<file path="src/rtl/spi_clk_pkg.sv">
package spi_clk_pkg;
  localparam int BAUD_W  = 8;
  localparam int SEL_W   = 3;
  localparam int PRE_LSB = 4;
  localparam int DIV_LSB = 0;
  // Divider half-period counts 2^sel steps, up to 2^(2^SEL_W - 1).
  localparam int HALF_W  = (1 << SEL_W) - 1;

  typedef struct packed {
    logic [SEL_W-1:0] pre_sel;
    logic [SEL_W-1:0] div_sel;
  } baud_cfg_t;
endpackage

</file>
<file path="src/rtl/spi_baud_reg.sv">
module spi_baud_reg
  import spi_clk_pkg::*;
(
  input  logic              clk,
  input  logic              rst,
  input  logic              wr_en,
  input  logic [BAUD_W-1:0] wr_data,
  output logic [BAUD_W-1:0] rd_data,
  output baud_cfg_t         cfg
);
  baud_cfg_t cfg_q;

  always_ff @(posedge clk) begin
    if (rst) begin
      cfg_q <= '0;
    end else if (wr_en) begin
      cfg_q.pre_sel <= wr_data[PRE_LSB +: SEL_W];
      cfg_q.div_sel <= wr_data[DIV_LSB +: SEL_W];
    end
  end

  always_comb begin
    rd_data = '0;
    rd_data[PRE_LSB +: SEL_W] = cfg_q.pre_sel;
    rd_data[DIV_LSB +: SEL_W] = cfg_q.div_sel;
  end

  assign cfg = cfg_q;

  // a written value is visible on the next cycle with reserved bits cleared
  p_write_visible_r2: assert property (@(posedge clk) disable iff (rst)
    wr_en |=> rd_data == ($past(wr_data) & 8'h77));
endmodule

</file>
<file path="src/rtl/spi_prescaler.sv">
module spi_prescaler
  import spi_clk_pkg::*;
(
  input  logic             clk,
  input  logic             rst,
  input  logic             run,
  input  logic [SEL_W-1:0] sel,
  output logic             step
);
  logic [SEL_W-1:0] cnt_q;

  assign step = run && (cnt_q == sel);

  always_ff @(posedge clk) begin
    if (rst || !run || step) begin
      cnt_q <= '0;
    end else begin
      cnt_q <= cnt_q + 1'b1;
    end
  end

  // the count never passes the selected terminal value
  p_pre_bound_r3: assert property (@(posedge clk) disable iff (rst)
    run && $stable(sel) |=> cnt_q <= sel);
  // an idle cycle leaves the prescaler at zero
  p_pre_hold_r6: assert property (@(posedge clk) disable iff (rst)
    !run |=> cnt_q == '0);
endmodule

</file>
<file path="src/rtl/spi_divider.sv">
module spi_divider
  import spi_clk_pkg::*;
(
  input  logic             clk,
  input  logic             rst,
  input  logic             clr,
  input  logic             step,
  input  logic [SEL_W-1:0] sel,
  output logic             bit_tick,
  output logic             sck_phase
);
  logic [HALF_W-1:0] cnt_q;
  logic [HALF_W-1:0] half_m1;
  logic              wrap;

  assign half_m1 = HALF_W'((32'd1 << sel) - 32'd1);
  assign wrap    = step && (cnt_q == half_m1);

  always_ff @(posedge clk) begin
    if (rst || clr) begin
      cnt_q     <= '0;
      sck_phase <= 1'b0;
      bit_tick  <= 1'b0;
    end else begin
      bit_tick <= wrap && sck_phase;
      if (wrap) begin
        cnt_q     <= '0;
        sck_phase <= !sck_phase;
      end else if (step) begin
        cnt_q <= cnt_q + 1'b1;
      end
    end
  end

  // the tick is a single-cycle pulse
  p_tick_single_r5: assert property (@(posedge clk) disable iff (rst)
    bit_tick |=> !bit_tick);
  // the tick coincides with the falling edge of the phase
  p_tick_on_fall_r5: assert property (@(posedge clk) disable iff (rst)
    $rose(bit_tick) |-> $fell(sck_phase));
  // the divider count stays inside the selected half period
  p_div_bound_r4: assert property (@(posedge clk) disable iff (rst)
    !clr && $stable(sel) |=> cnt_q <= half_m1);
endmodule

</file>
<file path="src/rtl/spi_bitclk_gen.sv">
module spi_bitclk_gen
  import spi_clk_pkg::*;
(
  input  logic              clk,
  input  logic              rst,
  input  logic              wr_en,
  input  logic [BAUD_W-1:0] wr_data,
  output logic [BAUD_W-1:0] rd_data,
  input  logic              xfer_en,
  output logic              bit_tick,
  output logic              sck_phase
);
  baud_cfg_t cfg;
  logic      run;
  logic      pre_step;

  // A write or an idle cycle restarts both stages.
  assign run = xfer_en && !wr_en;

  spi_baud_reg u_reg (
    .clk     (clk),
    .rst     (rst),
    .wr_en   (wr_en),
    .wr_data (wr_data),
    .rd_data (rd_data),
    .cfg     (cfg)
  );

  spi_prescaler u_pre (
    .clk  (clk),
    .rst  (rst),
    .run  (run),
    .sel  (cfg.pre_sel),
    .step (pre_step)
  );

  spi_divider u_div (
    .clk       (clk),
    .rst       (rst),
    .clr       (!run),
    .step      (pre_step),
    .sel       (cfg.div_sel),
    .bit_tick  (bit_tick),
    .sck_phase (sck_phase)
  );

  // nothing toggles on the cycle after an idle cycle
  p_idle_quiet_r6: assert property (@(posedge clk) disable iff (rst)
    !xfer_en |=> !bit_tick && !sck_phase);
  // a write drops the phase and suppresses the tick
  p_write_restart_r7: assert property (@(posedge clk) disable iff (rst)
    wr_en |=> !bit_tick && !sck_phase);
  // outputs are low right after reset
  p_reset_state_r1: assert property (@(posedge clk)
    rst |=> !bit_tick && !sck_phase && rd_data == 8'h00);
endmodule

</file>
<file path="config.mk">
export PLATFORM = sky130hd
export DESIGN_NAME = spi_bitclk_gen
export DESIGN_NICKNAME = d
export VERILOG_FILES = /design/src/rtl/spi_clk_pkg.sv /design/src/rtl/spi_baud_reg.sv /design/src/rtl/spi_prescaler.sv /design/src/rtl/spi_divider.sv /design/src/rtl/spi_bitclk_gen.sv
export SDC_FILE = /design/constraint.sdc
export NUM_CORES = 1
export LEC_CHECK = 0
export CAP_MARGIN = 5
export CORE_UTILIZATION = 45
export DETAILED_ROUTE_END_ITERATION = 8
export PLACE_DENSITY = 0.73
export SLEW_MARGIN = 30
export SYNTH_ARGS = -nofsm -noshare
export SYNTH_HDL_FRONTEND = slang
export SYNTH_SLANG_ARGS = --single-unit
export TNS_END_PERCENT = 10
</file>
<file path="constraint.sdc">
create_clock -name clk -period 2.04 [get_ports clk]
set_clock_uncertainty 0.15 [all_clocks]
set_input_delay 0.204 -clock clk [delete_from_list [all_inputs] [get_ports clk]]
set_output_delay 0.204 -clock clk [all_outputs]
set_load 0.02 [all_outputs]
</file>
### Yosys cells after proc, flatten, opt, wreduce, memory -nomap -nowiden

Cells that the tools add are included.
W data, S select, Z words.

| cells by class | value |
|---|---|
| reductions and logical operators | 10 |
| shift operators | 1 |
| multipliers | 0 |
| muxes and demuxes | 0 |
| $lt $le $gt $ge | 0 |
| $add $sub $neg | 3 |
| divide/modulo/power cells | 0 |
| bitwise logic cells | 0 |
| equality and inequality tests | 2 |

Operators by type and width:

| operator | number |
|---|---|
| $add A7 B1 Y7 const B | 1 |
| $eq A7 B7 Y1 | 1 |
| $shl A1 B3 Y7 const A | 1 |
| $sub A7 B1 Y7 const B | 1 |
| $logic_and A1 B1 Y1 | 4 |
| $add A3 B1 Y3 const B | 1 |
| $eq A3 B3 Y1 | 1 |
| $logic_not A1 Y1 | 3 |
| $logic_or A1 B1 Y1 | 2 |
| $reduce_or A2 Y1 | 1 |

| storage, ports and cells | value |
|---|---|
| memories | 0 |
| bits in read-only memories | 0 |
| bits in latches | 0 |
| register bits | 18 |
| memory bits (writable) | 0 |
| input port bits | 12 |

### Logic depth before layout (Yosys ltp)

| depth | value |
|---|---|
| word-level depth | 5 |
| mapped depth | 7 |

### By module

From an unflattened synthesis, not the netlist that was laid out.

| unflattened totals | value |
|---|---|
| cells, all modules | 111 |
| area total of the unflattened synthesis | 1034.7 µm² |

By module, submodules not included:

| module | cells an instance | area an instance (µm²) | instances |
|---|---|---|---|
| spi_divider | 66 | 581.8 | 1 |
| spi_baud_reg | 28 | 277.8 | 1 |
| spi_prescaler | 15 | 162.7 | 1 |
| spi_bitclk_gen | 2 | 12.5 | 1 |

### Worst setup path before layout

OpenSTA, ideal clock, no wires.

| timing | value |
|---|---|
| path kind | flip-flop to flip-flop |
| start point | register u_reg.cfg_q (netlist bit u_reg.cfg[2]) |
| end point | register u_div.cnt_q[0] |
| buffers on the path | 2 |
| period minus slack after synthesis | 1886 ps |
| path slack | 154 ps |
| arrival time | 1604 ps |
| cell stages (with the launch flop) | 8 |
| required time | 1759 ps |
| cell sequence | dfxtp_1 buf_4 or4bb_1 o22ai_1 or2_1 and3_2 buf_6 nor3_1 |

| between the ends | value |
|---|---|
| cells in the longest elaborated chain, start to end | 5 |

RTL lines:

| element | RTL line | source |
|---|---|---|
| start, declared | spi_baud_reg.sv:11 | `baud_cfg_t cfg_q;` |
| $shl A1 B3 Y7 | spi_divider.sv:16 | `assign half_m1 = HALF_W'((32'd1 << sel) - 32'd1);` |
| $sub A7 B1 Y7 | spi_divider.sv:16 |  |
| $eq A7 B7 Y1 | spi_divider.sv:17 | `assign wrap = step && (cnt_q == half_m1);` |
| $logic_and A1 B1 Y1 | spi_divider.sv:17 |  |
| $reduce_or A2 Y1 (no source line) | - |  |
| end signal, assigned | spi_divider.sv:30 | `cnt_q <= cnt_q + 1'b1;` |
| end, declared | spi_divider.sv:12 | `logic [HALF_W-1:0] cnt_q;` |

Every way passes these cells.
A chain may end at the register's enable or synchronous reset.

### Final worst setup path

| timing | value |
|---|---|
| start point | register u_div.cnt_q[1] |
| end point | register u_div.cnt_q[1] |

| between the ends | value |
|---|---|
| cells in the longest elaborated chain, start to end | 3 |

RTL lines:

| element |
|---|
| parallel branches: the longest is 3 deep, another holds $add A7 B1 Y7 |

Several ways; the timed one is not identified.

==> results.sh <==
export IMPL_outcome="complete, no violations"
export IMPL_place_congestion=0.727
export IMPL_die_h_um=47.2
export IMPL_slew_violations=0
export IMPL_worstPathArrival_ps=1870
export IMPL_synth_edff_count=0
export IMPL_dp_final_hpwl_um=1370
export IMPL_grt_max_degree=11
export IMPL_min_period_over_period_pct=89.9
export IMPL_antenna_left=0
export IMPL_crit_fanout=7
export IMPL_cpPeakStageDelay_ps=490
export IMPL_final_area_um2=1150
export IMPL_dpl_cell_count=139
export IMPL_dieArea_um2=2230
export IMPL_ys_flop_type="dfxtp_1"
export IMPL_power_mw=0.702
export IMPL_post_cts_resized=0
export IMPL_crit_slowest_cell="or4bb_1"
export IMPL_gr_total_overflow=0
export IMPL_final_common_cell="dfxtp_1"
export IMPL_peakVddDrop_mv=0.309
export IMPL_drtIter0Drc=22
export IMPL_synth_area_um2=921
export IMPL_ctsHoldBuffers=0
export IMPL_leakage_nw=0.471
export IMPL_yosysWarnings=0
export IMPL_die_w_um=47.2
export IMPL_grt_first_pass_wirelength_um=2980
export IMPL_post_cts_buffers=0
export IMPL_max_cap_violations=0
export IMPL_placed_cell_area_um2=1110
export IMPL_fin_cells=143
export IMPL_antenna_found_initial=0
export IMPL_cpLargestDelayFamily="simple AND/OR/NAND/NOR gates"
export IMPL_numCtsBuffers=3
export IMPL_vias=729
export IMPL_drc=0
export IMPL_area_growth_pct=25.0
export IMPL_totalWireLength_um=1810
export IMPL_start_util_pct=50.6
export IMPL_nNetsFinal=133
export IMPL_hp_class="register to register"
export IMPL_synth_seq_cells=18
export IMPL_grt_pass1_vias=684
export IMPL_tns_ps=0
export IMPL_layout_common_cells="dfxtp_1 (18), clkdlybuf4s50_1 (17), xor2_1 (11)"
export IMPL_postSynthCellCount=97
export IMPL_avgSynthCellArea_um2=9.49
export IMPL_wl_per_cell_um=12.7
export IMPL_clock_fmax_mhz=545
export IMPL_htreeDepth=1
export IMPL_critPathKind="register to register"
export IMPL_setup_viol_count_final=0
export IMPL_io_buffer_count=17
export IMPL_clock_root_buffer="clkbuf_4"
export IMPL_required_ps=2080
export IMPL_holdWs_ps=327
export IMPL_fillers=157
export IMPL_ys_types=33
export IMPL_hold_violations=0
export IMPL_endpoint_kind="register"
export IMPL_tritoncts="yes"
export IMPL_cp_start_kind="register"
export IMPL_viasPerCell=5.10
export IMPL_path_buf_inv=0
export IMPL_insertedDiodeCount=0
export IMPL_ys_seq_area_share_pct=39.1
export IMPL_synthArstFlopShare_pct=0
export IMPL_num_rows=15
export IMPL_cp_cell_sequence="or4bb_1, o22ai_1, or2_1, and3_2, nor3_1"
export IMPL_clk_latency_ps=290
export IMPL_grtUsageTotal_pct=19.2
export IMPL_clkTransAtPathRegs_ps=100
export IMPL_period_needed_ps=1830
export IMPL_layout_drive_gt1_share_pct=13.6
export IMPL_power_density_nw_per_um2=610
export IMPL_rsz0062_at_grt="no"
export IMPL_dr_pass1_iters=4
export IMPL_core_area_um2=1820
export IMPL_ctsLongestPathBuffers=2
export IMPL_io_pins=22
export IMPL_cts_sinks=18
-- final timing paths --
path	start	to	slack, ps	cells after the start
worst max-delay path	u_div.cnt_q[1]$_SDFFE_PP0P_	u_div.cnt_q[1]$_SDFFE_PP0P_	210	5
worst min-delay path	u_pre.cnt_q[0]$_SDFF_PP0_	u_pre.cnt_q[0]$_SDFF_PP0_	330	1
worst max register to register	u_div.cnt_q[1]$_SDFFE_PP0P_	u_div.cnt_q[1]$_SDFFE_PP0P_	210	5
worst min register to register	u_pre.cnt_q[0]$_SDFF_PP0_	u_pre.cnt_q[0]$_SDFF_PP0_	330	1
-- kinds of logic (layout without fill, tap and decap cells) --
family                   Yosys count  after routing  share of synthesized area [%]
AO/OA/AOI/OAI                      8              8                           5.71
adder cells (fa/ha/maj)            2              2                           2.72
flip-flops                        18             18                           39.1
AND/OR/NAND/NOR                   40             40                           26.0
buffers and inverters              8             28                           6.11
multiplexers                       7              7                           7.61
other                              1              2                          0.407
XOR/XNOR                          13             13                           12.4
-- cell usage after synthesis (2+ instances only) --
library cell	count	area (um2)
dfxtp_1	18	360
xor2_1	11	96.3
nor2_1	9	33.8
nor3_1	9	45.0
mux2i_1	7	70.1
nand2_1	4	15.0
and3_1	3	18.8
buf_4	3	22.5
nand4_1	3	18.8
buf_6	2	22.5
ha_1	2	25.0
inv_1	2	7.51
o21ai_0	2	10.0
or2_2	2	12.5
xnor2_1	2	17.5
-- report_power, final --
group / total, mW / switching (mW) / leakage (nW) / internal (mW)
registers: 0.369 / 0.00864 / 0.146 / 0.360
clock network: 0.222 / 0.113 / 0.0210 / 0.109
logic: 0.112 / 0.0535 / 0.303 / 0.0581
-- state kept, by name, indices dropped and copies added, names as in the netlist --
| name | count |
|---|---|
| u_div.bit_tick | 1 |
| u_div.sck_phase | 1 |
| u_pre.cnt_q | 3 |
| u_reg.cfg | 6 |
| u_div.cnt_q | 7 |
-- worst register-to-register path, cell delays in order, from the launching register on --
cell	delay [ps]
dfxtp_1	420
or4bb_1	490
o22ai_1	200
or2_1	140
and3_2	270
nor3_1	70
-- area by class of cell --
| cell class | count | area (um2) | share of cell area, % |
|---|---|---|---|
| multi-input cells | 72 | 508 | 44.1 |
| flip-flops and latches | 18 | 360 | 31.3 |
| repair buffers | 22 | 208 | 18.0 |
| clock buffers | 4 | 36.3 | 3.15 |
| well taps | 25 | 31.3 | 2.72 |
| inverters | 2 | 7.51 | 0.652 |
-- routing by layer --
layer	GRT usage [%]	part of all wire (%)	wire, um	vias to the layer above
li1	-	-	-	381
met1	24.3	49	889	325
met2	33.2	46	837	21
met3	3.46	4.5	81	2
met4	5.14	0.22	4	0
met5	0	0	0	-
-- metrics by stage --
stage / worst slack (ps) / util (%)
after detailed placement: 56.1 / 61.2
after global placement: 101 / 61.2
after global routing: 90.5 / 63.2
after CTS: 202 / 63.2
final: 207 / 63.2
after floorplan: 154 / -
No activity file was read; power rests on OpenSTA's default activity.
